## config.mk

```make
export PLATFORM = sky130hd
export DESIGN_NAME = crossvp_ring
export DESIGN_NICKNAME = d
export VERILOG_FILES = /design/src/rtl/crossvp_pkg.sv /design/src/rtl/crossvp_fifo.sv /design/src/rtl/crossvp_lane_seq.sv /design/src/rtl/crossvp_ring.sv
export SDC_FILE = /design/constraint.sdc
export NUM_CORES = 1
export LEC_CHECK = 0
export BUFFER_PORTS_ARGS = -buffer_cell sky130_fd_sc_hd__buf_4
export CORE_MARGIN = 4
export CORE_UTILIZATION = 45
export CTS_CLUSTER_SIZE = 14
export DETAILED_ROUTE_END_ITERATION = 8
export HOLD_SLACK_MARGIN = 0.12
export PLACE_DENSITY = 0.72
export SETUP_SLACK_MARGIN = 0.15
export SKIP_LAST_GASP = 1
export SYNTH_ARGS = -nofsm -noshare
export SYNTH_HDL_FRONTEND = slang
export SYNTH_SLANG_ARGS = --single-unit
```

## constraint.sdc

```tcl
create_clock -name clk -period 4.07 [get_ports clk]
set_input_delay 0.6105 -clock clk [delete_from_list [all_inputs] [get_ports clk]]
set_output_delay 0.6105 -clock clk [all_outputs]
set_load 0.01 [all_outputs]
```

## src/rtl/crossvp_pkg.sv

```systemverilog
package crossvp_pkg;
  typedef enum logic {
    SRC_LINK = 1'b0,
    SRC_WRAP = 1'b1
  } crossvp_src_e;
endpackage

```

## src/rtl/crossvp_fifo.sv

```systemverilog
module crossvp_fifo #(
  parameter int DW    = 32,
  parameter int DEPTH = 2
) (
  input  logic          clk,
  input  logic          rst_n,
  input  logic          push,
  input  logic [DW-1:0] push_data,
  input  logic          pop,
  output logic [DW-1:0] head,
  output logic          full,
  output logic          empty
);
  localparam int PW = (DEPTH > 1) ? $clog2(DEPTH) : 1;
  localparam int CW = $clog2(DEPTH + 1);

  logic [DW-1:0] mem [DEPTH];
  logic [PW-1:0] wr_q, wr_d, rd_q, rd_d;
  logic [CW-1:0] cnt_q, cnt_d;

  always_comb begin
    wr_d  = wr_q;
    rd_d  = rd_q;
    cnt_d = cnt_q;
    if (push) wr_d = (wr_q == PW'(DEPTH - 1)) ? '0 : wr_q + 1'b1;
    if (pop)  rd_d = (rd_q == PW'(DEPTH - 1)) ? '0 : rd_q + 1'b1;
    case ({push, pop})
      2'b10:   cnt_d = cnt_q + 1'b1;
      2'b01:   cnt_d = cnt_q - 1'b1;
      default: cnt_d = cnt_q;
    endcase
  end

  always_ff @(posedge clk or negedge rst_n) begin
    if (!rst_n) begin
      wr_q  <= '0;
      rd_q  <= '0;
      cnt_q <= '0;
    end else begin
      wr_q  <= wr_d;
      rd_q  <= rd_d;
      cnt_q <= cnt_d;
    end
  end

  always_ff @(posedge clk) begin
    if (push) mem[wr_q] <= push_data;
  end

  assign head  = mem[rd_q];
  assign full  = (cnt_q == CW'(DEPTH));
  assign empty = (cnt_q == '0);

  // the surrounding control never writes a full buffer
  a_r9_no_overflow: assert property (@(posedge clk) disable iff (!rst_n)
    push |-> (cnt_q < CW'(DEPTH)));
  // the surrounding control never reads an empty buffer
  a_r4_no_underflow: assert property (@(posedge clk) disable iff (!rst_n)
    pop |-> (cnt_q != '0));
endmodule

```

## src/rtl/crossvp_lane_seq.sv

```systemverilog
module crossvp_lane_seq #(
  parameter int LANES = 4,
  parameter int LANE  = 0,
  parameter int IW    = 6
) (
  input  logic          clk,
  input  logic          rst_n,
  input  logic [IW-1:0] vec_len,
  input  logic          snd_fire,
  input  logic          rcv_fire,
  output logic [IW-1:0] snd_idx,
  output logic [IW-1:0] rcv_idx
);
  logic [IW-1:0] snd_q, snd_d, rcv_q, rcv_d;

  function automatic logic [IW-1:0] step(input logic [IW-1:0] cur);
    logic [IW:0] sum;
    sum = {1'b0, cur} + (IW+1)'(LANES);
    if (sum >= {1'b0, vec_len}) return IW'(LANE);
    return sum[IW-1:0];
  endfunction

  always_comb begin
    snd_d = snd_fire ? step(snd_q) : snd_q;
    rcv_d = rcv_fire ? step(rcv_q) : rcv_q;
  end

  always_ff @(posedge clk or negedge rst_n) begin
    if (!rst_n) begin
      snd_q <= IW'(LANE);
      rcv_q <= IW'(LANE);
    end else begin
      snd_q <= snd_d;
      rcv_q <= rcv_d;
    end
  end

  assign snd_idx = snd_q;
  assign rcv_idx = rcv_q;

  // a lane only ever serves VPs congruent to its own index
  a_r1_lane_owns_vp: assert property (@(posedge clk) disable iff (!rst_n)
    ((int'(snd_q) % LANES) == LANE) && ((int'(rcv_q) % LANES) == LANE));
endmodule

```

## src/rtl/crossvp_ring.sv

```systemverilog
module crossvp_ring
  import crossvp_pkg::*;
#(
  parameter int LANES      = 4,
  parameter int NVP        = 32,
  parameter int DW         = 32,
  parameter int LINK_DEPTH = 2,
  parameter int WQ_DEPTH   = 4
) (
  input  logic                          clk,
  input  logic                          rst_n,
  input  logic [$clog2(NVP+1)-1:0]      vec_len,
  input  logic [LANES-1:0]              snd_valid,
  input  logic [LANES-1:0][DW-1:0]      snd_data,
  output logic [LANES-1:0]              snd_ready,
  output logic [LANES-1:0]              rcv_valid,
  output logic [LANES-1:0][DW-1:0]      rcv_data,
  input  logic [LANES-1:0]              rcv_ready,
  input  logic                          cp_push_valid,
  input  logic [DW-1:0]                 cp_push_data,
  output logic                          cp_push_ready,
  input  logic                          cp_pop_valid,
  output logic [DW-1:0]                 cp_pop_data,
  output logic                          cp_pop_ready
);
  localparam int IW = $clog2(NVP + 1);

  logic [LANES-1:0][IW-1:0] s_idx, r_idx;
  logic [LANES-1:0]         s_act, s_wrap, r_act;
  crossvp_src_e             r_src [LANES];
  logic [LANES-1:0]         s_fire, r_fire;
  logic [LANES-1:0]         lk_push, lk_pop, lk_full, lk_empty;
  logic [LANES-1:0][DW-1:0] lk_head;

  logic          wq_push, wq_pop, wq_full, wq_empty;
  logic [DW-1:0] wq_wdata, wq_head, lane_wq_data;
  logic          lane_wq_req, lane_wq_fire, vp0_pull;

  for (genvar l = 0; l < LANES; l++) begin : g_lane
    localparam int PRV = (l + LANES - 1) % LANES;
    localparam int NXT = (l + 1) % LANES;

    crossvp_lane_seq #(.LANES(LANES), .LANE(l), .IW(IW)) u_seq (
      .clk      (clk),
      .rst_n    (rst_n),
      .vec_len  (vec_len),
      .snd_fire (s_fire[l]),
      .rcv_fire (r_fire[l]),
      .snd_idx  (s_idx[l]),
      .rcv_idx  (r_idx[l])
    );

    assign s_act[l]  = (s_idx[l] < vec_len);
    assign s_wrap[l] = s_act[l] && (s_idx[l] == vec_len - 1'b1);
    assign r_act[l]  = (r_idx[l] < vec_len);
    assign r_src[l]  = (r_act[l] && (r_idx[l] == '0)) ? SRC_WRAP : SRC_LINK;

    assign snd_ready[l] = s_act[l] && (s_wrap[l] ? !wq_full : !lk_full[l]);
    assign s_fire[l]    = snd_valid[l] && snd_ready[l];

    assign rcv_valid[l] = r_act[l] &&
                          ((r_src[l] == SRC_WRAP) ? !wq_empty : !lk_empty[PRV]);
    assign rcv_data[l]  = (r_src[l] == SRC_WRAP) ? wq_head : lk_head[PRV];
    assign r_fire[l]    = rcv_valid[l] && rcv_ready[l];

    // link from lane l to the lane of the successor VP
    assign lk_push[l] = s_fire[l] && !s_wrap[l];
    assign lk_pop[l]  = r_fire[NXT] && (r_src[NXT] == SRC_LINK);

    crossvp_fifo #(.DW(DW), .DEPTH(LINK_DEPTH)) u_link (
      .clk       (clk),
      .rst_n     (rst_n),
      .push      (lk_push[l]),
      .push_data (snd_data[l]),
      .pop       (lk_pop[l]),
      .head      (lk_head[l]),
      .full      (lk_full[l]),
      .empty     (lk_empty[l])
    );

    // an untaken receive from a link keeps its value
    a_r4_rcv_hold: assert property (@(posedge clk) disable iff (!rst_n)
      (rcv_valid[l] && !rcv_ready[l] && (r_src[l] == SRC_LINK))
        |=> (rcv_valid[l] && $stable(rcv_data[l])));
    // lanes without VPs stay silent
    a_r7_idle_lane: assert property (@(posedge clk) disable iff (!rst_n)
      (int'(vec_len) <= l) |-> (!snd_ready[l] && !rcv_valid[l]));
  end

  // wrap-around queue write side: last VP first, then control processor
  always_comb begin
    lane_wq_data = '0;
    for (int l = 0; l < LANES; l++) begin
      if (s_wrap[l]) lane_wq_data = lane_wq_data | snd_data[l];
    end
  end

  assign lane_wq_req   = |(snd_valid & s_wrap);
  assign lane_wq_fire  = |(s_fire & s_wrap);
  assign cp_push_ready = !wq_full && !lane_wq_req;
  assign wq_push       = lane_wq_fire || (cp_push_valid && cp_push_ready);
  assign wq_wdata      = lane_wq_fire ? lane_wq_data : cp_push_data;

  // read side: VP0 first, then control processor
  assign vp0_pull     = rcv_ready[0] && (r_src[0] == SRC_WRAP);
  assign cp_pop_ready = !wq_empty && !vp0_pull;
  assign cp_pop_data  = wq_head;
  assign wq_pop       = (vp0_pull && !wq_empty) || (cp_pop_valid && cp_pop_ready);

  crossvp_fifo #(.DW(DW), .DEPTH(WQ_DEPTH)) u_wrapq (
    .clk       (clk),
    .rst_n     (rst_n),
    .push      (wq_push),
    .push_data (wq_wdata),
    .pop       (wq_pop),
    .head      (wq_head),
    .full      (wq_full),
    .empty     (wq_empty)
  );

  // at most one lane can be the last VP's sender in any cycle
  a_r3_single_wrap_sender: assert property (@(posedge clk) disable iff (!rst_n)
    $onehot0(s_fire & s_wrap));
  // a lane send into the queue and a control push never coincide
  a_r6_push_yields: assert property (@(posedge clk) disable iff (!rst_n)
    lane_wq_fire |-> !(cp_push_valid && cp_push_ready));
endmodule

```

# Yosys cells after proc, flatten, opt, wreduce, memory -nomap -nowiden
# Memory sizes are Yosys's and may differ from the RTL's.
# Index checks and enable logic that the tools add are counted.
# Widths: inputs -> output; s select.
# totals
regBits,71
elab_cells,245
ramBits,384
n_memories,5
in_bits,178
output_inout_bits,170
# classes
n_mux,70
n_bitwise,9
n_eq_ne,21
add_sub_neg,29
n_reduce_logical,72
order_cmp,16
# mem_list
memory,words,width,read_ports,rd_ports_with_merged_regs,wr,line_no,text
u_wrapq.mem,4,32,1,0,1,crossvp_fifo.sv:17,logic [DW-1:0] mem [DEPTH];
g_lane[0].u_link.mem,2,32,1,0,1,crossvp_fifo.sv:17,
g_lane[1].u_link.mem,2,32,1,0,1,crossvp_fifo.sv:17,
g_lane[2].u_link.mem,2,32,1,0,1,crossvp_fifo.sv:17,
g_lane[3].u_link.mem,2,32,1,0,1,crossvp_fifo.sv:17,
# ops
operator,n
$mux 32,9
$mux 6,16
$or 32x32->32,3
$add 6x3->7 const B,8
$ge 7x6->1,8
$lt 6x6->1,8
$logic_and 1x1->1,38
$mux 1,38
$eq 6x6->1,4
$logic_not 6->1,4
$eq 2x2->1 const B,11
$logic_not 1->1,16
$pmux 2 s2,4
$add 2x1->2 const B,6
$eq 2x1->1 const B,5
$reduce_bool 2->1,5
$add 1x1->1 const B,8
$and 4x4->4,2
$logic_not 2->1,4
$reduce_or 4->1,2
$sub 2x1->2 const B,4
$pmux 3 s2,1
$sub 6x1->6 const B,1
$mux 2,2
6 further kinds,10

# Logic depth before layout (Yosys ltp)
# logic_depth
depth_word,11
mapped_depth,16
mapped_depth_nobuf,15

# Cells and area by module
# Synthesis repeated with hierarchy kept, for this count alone.
# unflattened
hier_cells,1579
hier_area_um2,23347.4
# by_module_without_submodules
module,instances,cells_per_inst,seq_area_each_um2,area_each_um2
crossvp_fifo at g_lane[0].u_link ...,4,116,2021.9,2646.3
crossvp_fifo at u_wrapq,1,206,4018.9,5084.9
crossvp_ring,1,575,0.0,4595.7
crossvp_lane_seq at g_lane[1].u_seq,1,88,252.7,833.3
crossvp_lane_seq at g_lane[3].u_seq,1,90,252.7,783.3
crossvp_lane_seq at g_lane[2].u_seq,1,85,252.7,769.5
crossvp_lane_seq at g_lane[0].u_seq,1,71,200.2,695.7

# Worst setup path before layout
# No wires, ideal clock.
# synth_timing
path_type,input-to-reg
from,in vec_len[1]
to,mem g_lane[2].u_link.mem[0][0] (enable)
path_stages,10
setup_slack_ps,-283
n_path_buf,1
setup_time_ps,421
arrival_ps,3932
t_required_ps,3649
cell_sequence,inv_1 > ha_1 > xor2_2 > mux2i_1 > o2111a_1 > and2_1 > o2111a_1 > clkbuf_1 > nand2_1 > nor2_1
# synth_between
elab_chain_len,9
elab_cells_between_ends,11
cone_classes,add/sub: 1; order compare: 1; eq/ne: 1; mux: 3; reduce/logical: 5
# synth_lines
element,line_no,text
from (decl),crossvp_ring.sv:12,"input logic [$clog2(NVP+1)-1:0] vec_len,"
$sub 6x1->6,crossvp_ring.sv:54,assign s_wrap[l] = s_act[l] && (s_idx[l] == vec_len - 1'b1);
$eq 6x6->1,crossvp_ring.sv:54,
$logic_and 1x1->1,crossvp_ring.sv:54,
$mux 1,crossvp_ring.sv:58,assign snd_ready[l] = s_act[l] && (s_wrap[l] ? !wq_full : !lk_full[l]);
$logic_and 1x1->1,crossvp_ring.sv:58,
$logic_and 1x1->1,crossvp_ring.sv:59,assign s_fire[l] = snd_valid[l] && snd_ready[l];
$logic_and 1x1->1 (*),crossvp_ring.sv:67,assign lk_push[l] = s_fire[l] && !s_wrap[l];
$mux 1 (*),crossvp_fifo.sv:47,if (push) mem[wr_q] <= push_data;
$mux 1 (not written as such) (*),crossvp_fifo.sv:47,
to (decl),crossvp_fifo.sv:17,
# Mark *: on every way between the ends. The rest lies on a longest branch, timed or not.

# Final worst setup path
# layout_timing
from,in vec_len[0]
to,out snd_ready[1]
# layout_between
elab_chain_len,5
elab_cells_between_ends,6
cone_classes,add/sub: 1; order compare: 1; eq/ne: 1; mux: 1; reduce/logical: 2
# layout_lines
element,line_no,text
$sub 6x1->6,crossvp_ring.sv:54,
$eq 6x6->1,crossvp_ring.sv:54,
$logic_and 1x1->1,crossvp_ring.sv:54,
$mux 1,crossvp_ring.sv:58,
$logic_and 1x1->1 (*),crossvp_ring.sv:58,
to (decl),crossvp_ring.sv:15,"output logic [LANES-1:0] snd_ready,"
# Marked as above.

==> run metrics <==
status finished, final reports clean; CTS Sinks 445; number of CTS-inserted buffers 48; area grow syn2layout 25.4%; final instance area 0.0280 mm²; Worst R2R Start g_lane[1].u_seq.snd_idx[2]$_DFFE_PN0N_; Critical Path End Type output pin; Highest Clock Rate 0.266 GHz; commonest non-fill, non-tap cells in the layout buf_4 (389), edfxtp_1 (384), mux2i_1 (268); Final nets 2,315; Remaining Overflow, GRT 0; overall via count from detail_route 15,412; Synth Register Bits 445; complex-gate fraction of the synthesized area 0.0767; worst rel slew slack 0.285; Yosys warnings 0; Post-synth EDFFs 384; H-Tree Depth 2; worst-path maximum fanout 5; worst hold margin approximately 130 ps; Tightest Pin Transition 1070 ps; Total GRT Usage 0.245; largest net degree at the start of global routing 65; Max-cap violations 0; ys flop type edfxtp_1; Post-Route WL 68,000 µm; Yosys top cell area share 0.516; Synth area leader edfxtp_1; Die Ht 231 µm; row cnt 81; Data required, critical path 3460 ps; Synth Area in XOR/XNOR 0.0249; layout cells sized above 1 0.297; Yosys cell types 73; P_leak 12.3 nW; number of remaining DRC errors 0; Clock power frac 0.213; switching share of power 0.378; commonest non-fill, non-tap cell in the layout buf_4; CTS clk-pin slew, worst paths 60 ps; RSZ-0062 raised after global routing yes; Skew-Pair Late Insertion Delay between 500 and 600 ps; number of DRC markers in iteration 0 1,340; startpoint types input port; DP Cell Count 2,651; combinational share of power 0.445; Avg Synthesized Cell Area 13.6 µm²; Gate Count Post-Synth 1,649; core area 0.0491 mm²; Final Wtd Congestion 0.868; sequential power share 0.342; adder-cell share of the synthesized area 0.0561; Hold Path Class in2async; Fin. Hold Viols 0; pwr dens between 700 and 800 mW/mm²; die area 0.0533 mm²; P_sw 0.00811 W; asr flop ratio synth 0.137; CTS tree yes; Pre-Repair DR Iteration Count 7; final setup vio count 0; internal reg-to-reg setup slack around 660 ps; reg2reg end u_wrapq.mem[0][8]$_DFFE_PP_; simple-gate share of the synthesized area 0.0564; post-DP HPWL approximately 47,000 µm; CP arrival 3150 ps; P_int 0.0133 W; Max clock buf depth 3; Synth area leaders edfxtp_1 (52%), mux2i_1 (12%), dfrtp_1 (6.2%); Final Non-Filler Cells 2,742; Starting Density 0.456; Hold-fix buffers, CTS 0; # port buffers 347; antenna viol nets, final 0; R2R cell count 9; Vias/cell between 5 and 6; Setup CP Type in2out; Die W 231 µm; main combinational cell family by area after synthesis multiplexers; Root Buffer clkbuf_16; worst IR drop on VDD 0.443 mV; Max Slew Vio Count 0; Post-DP Area 0.0263 mm²; CP endpoint snd_ready[1]; WL per Instance 24.8 µm; fin crit period 3760 ps; Final Worst Setup Slack 310 ps; Setup Skew 17.0 ps; initial antenna violation count 2; worst slack, placed 112 ps; Tcrit/Tclk final 0.924; multiplexer area fraction after synthesis 0.162; Synth Net Count 1,926; Mapped Area 0.0224 mm²; sequential share of the synthesized area 0.584; worst setup path start vec_len[0]; vias in the first global route 15,480; first-pass GRT wire length 98,500 µm; # IOs 348
[power groups by stage]
stage / clock network, W / registers [W] / logic (W)
2_1_floorplan: 0 / 0.00686 / 0.00558
3_3_place_gp: 0 / 0.00738 / 0.00923
3_5_place_dp: 0 / 0.00746 / 0.00944
4_1_cts: 0.00463 / 0.00737 / 0.00949
5_1_grt: 0.00483 / 0.00745 / 0.0103
6_report: 0.00457 / 0.00733 / 0.00954
[synthesized netlist by cell type, drive strengths merged (3+ instances only)]
cell	count
edfxtp	384
mux2i	270
inv	146
ha	97
mux2	79
nand2	62
nor2	59
dfrtp	55
o21ai	53
a21oi	52
clkbuf	46
xnor2	37
o32ai	33
a221o	32
buf	29
nand3	20
xor2	18
and2	16
nand2b	16
a21o	14
o21a	14
nor2b	11
and3	10
nor3	9
a211oi	8
dfstp	6
nand4b	6
nand3b	5
nand4	5
nor3b	5
a31o	4
a31oi	4
a32o	4
nor4b	4
and3b	3
xnor3	3
[sequential cells by signal, indices dropped and copies added (netlist names)]
name / cells
u_wrapq.wr_q: 2
g_lane.u_link.wr_q: 4
g_lane.u_seq.snd_idx: 19
u_wrapq.rd_q: 2
u_wrapq.cnt_q: 3
g_lane.u_seq.rcv_idx: 19
g_lane.u_link.cnt_q: 8
g_lane.u_link.mem: 256
g_lane.u_link.rd_q: 4
u_wrapq.mem: 128
[worst min path at each step]
stage	to	slack, ps	cells after the start
2_1_floorplan	g_lane[0].u_link.cnt_q[0]$_DFFE_PN0P_	310	0
3_3_place_gp	g_lane[3].u_link.cnt_q[1]$_DFFE_PN0P_	480	1
3_5_place_dp	g_lane[3].u_link.cnt_q[1]$_DFFE_PN0P_	480	1
4_1_cts	g_lane[1].u_seq.rcv_idx[3]$_DFFE_PN0P_	150	1
5_1_grt	g_lane[3].u_link.mem[0][16]$_DFFE_PP_	180	1
6_report	g_lane[1].u_seq.rcv_idx[4]$_DFFE_PN0P_	130	1
[worst max-delay path, stage by stage]
cell,delay [ps]
buf_4,120
inv_1,140
ha_1,320
nor3b_4,380
xnor2_1,230
xnor2_1,120
nor4_2,430
mux2_2,410
and2_1,220
buf_4,170
[per-layer routing]
layer  GRT usage  vias to the layer above  share of wire
li1            -                     6943              -
met5           0                        -        0.00015
met1       0.325                     7707           0.41
met2       0.413                      641           0.48
met4      0.0707                        2          0.031
met3      0.0468                      119          0.073
[cells by family after synthesis]
family / count (synthesis)
DFF: 445
and+or+nand+nor: 239
adders and majority gates: 99
muxes: 349
buffers and inverters: 221
xor gates and xnor gates: 58
AOI/OAI and AO/OA: 238
[repair_timing]
item / 4_1_cts / 5_1_grt
buffers inserted: 0 / 1
cloned: 0 / 0
endpoints found under the setup margin: 32 / 38
gates resized for setup: 1 / 7
[layout make-up]
class / instances / area [µm²]
clock inverter: 25 / 334
fill: 3985 / 21000
inverter: 146 / 548
multi-input combinational: 983 / 8500
timing repair buffer: 414 / 3410
antenna: 2 / 5.00
clock buffer: 63 / 1340
sequential: 445 / 13100
tap: 664 / 831
[metrics by stage]
stage          total power (W)   util  TNS, ps
2_1_floorplan           0.0124      -   -15710
3_3_place_gp            0.0166  0.537        0
3_5_place_dp            0.0169  0.537        0
4_1_cts                 0.0215  0.571        0
5_1_grt                 0.0225  0.572        0
6_report                0.0214  0.572        0
(Power assumes the default switching activity.)
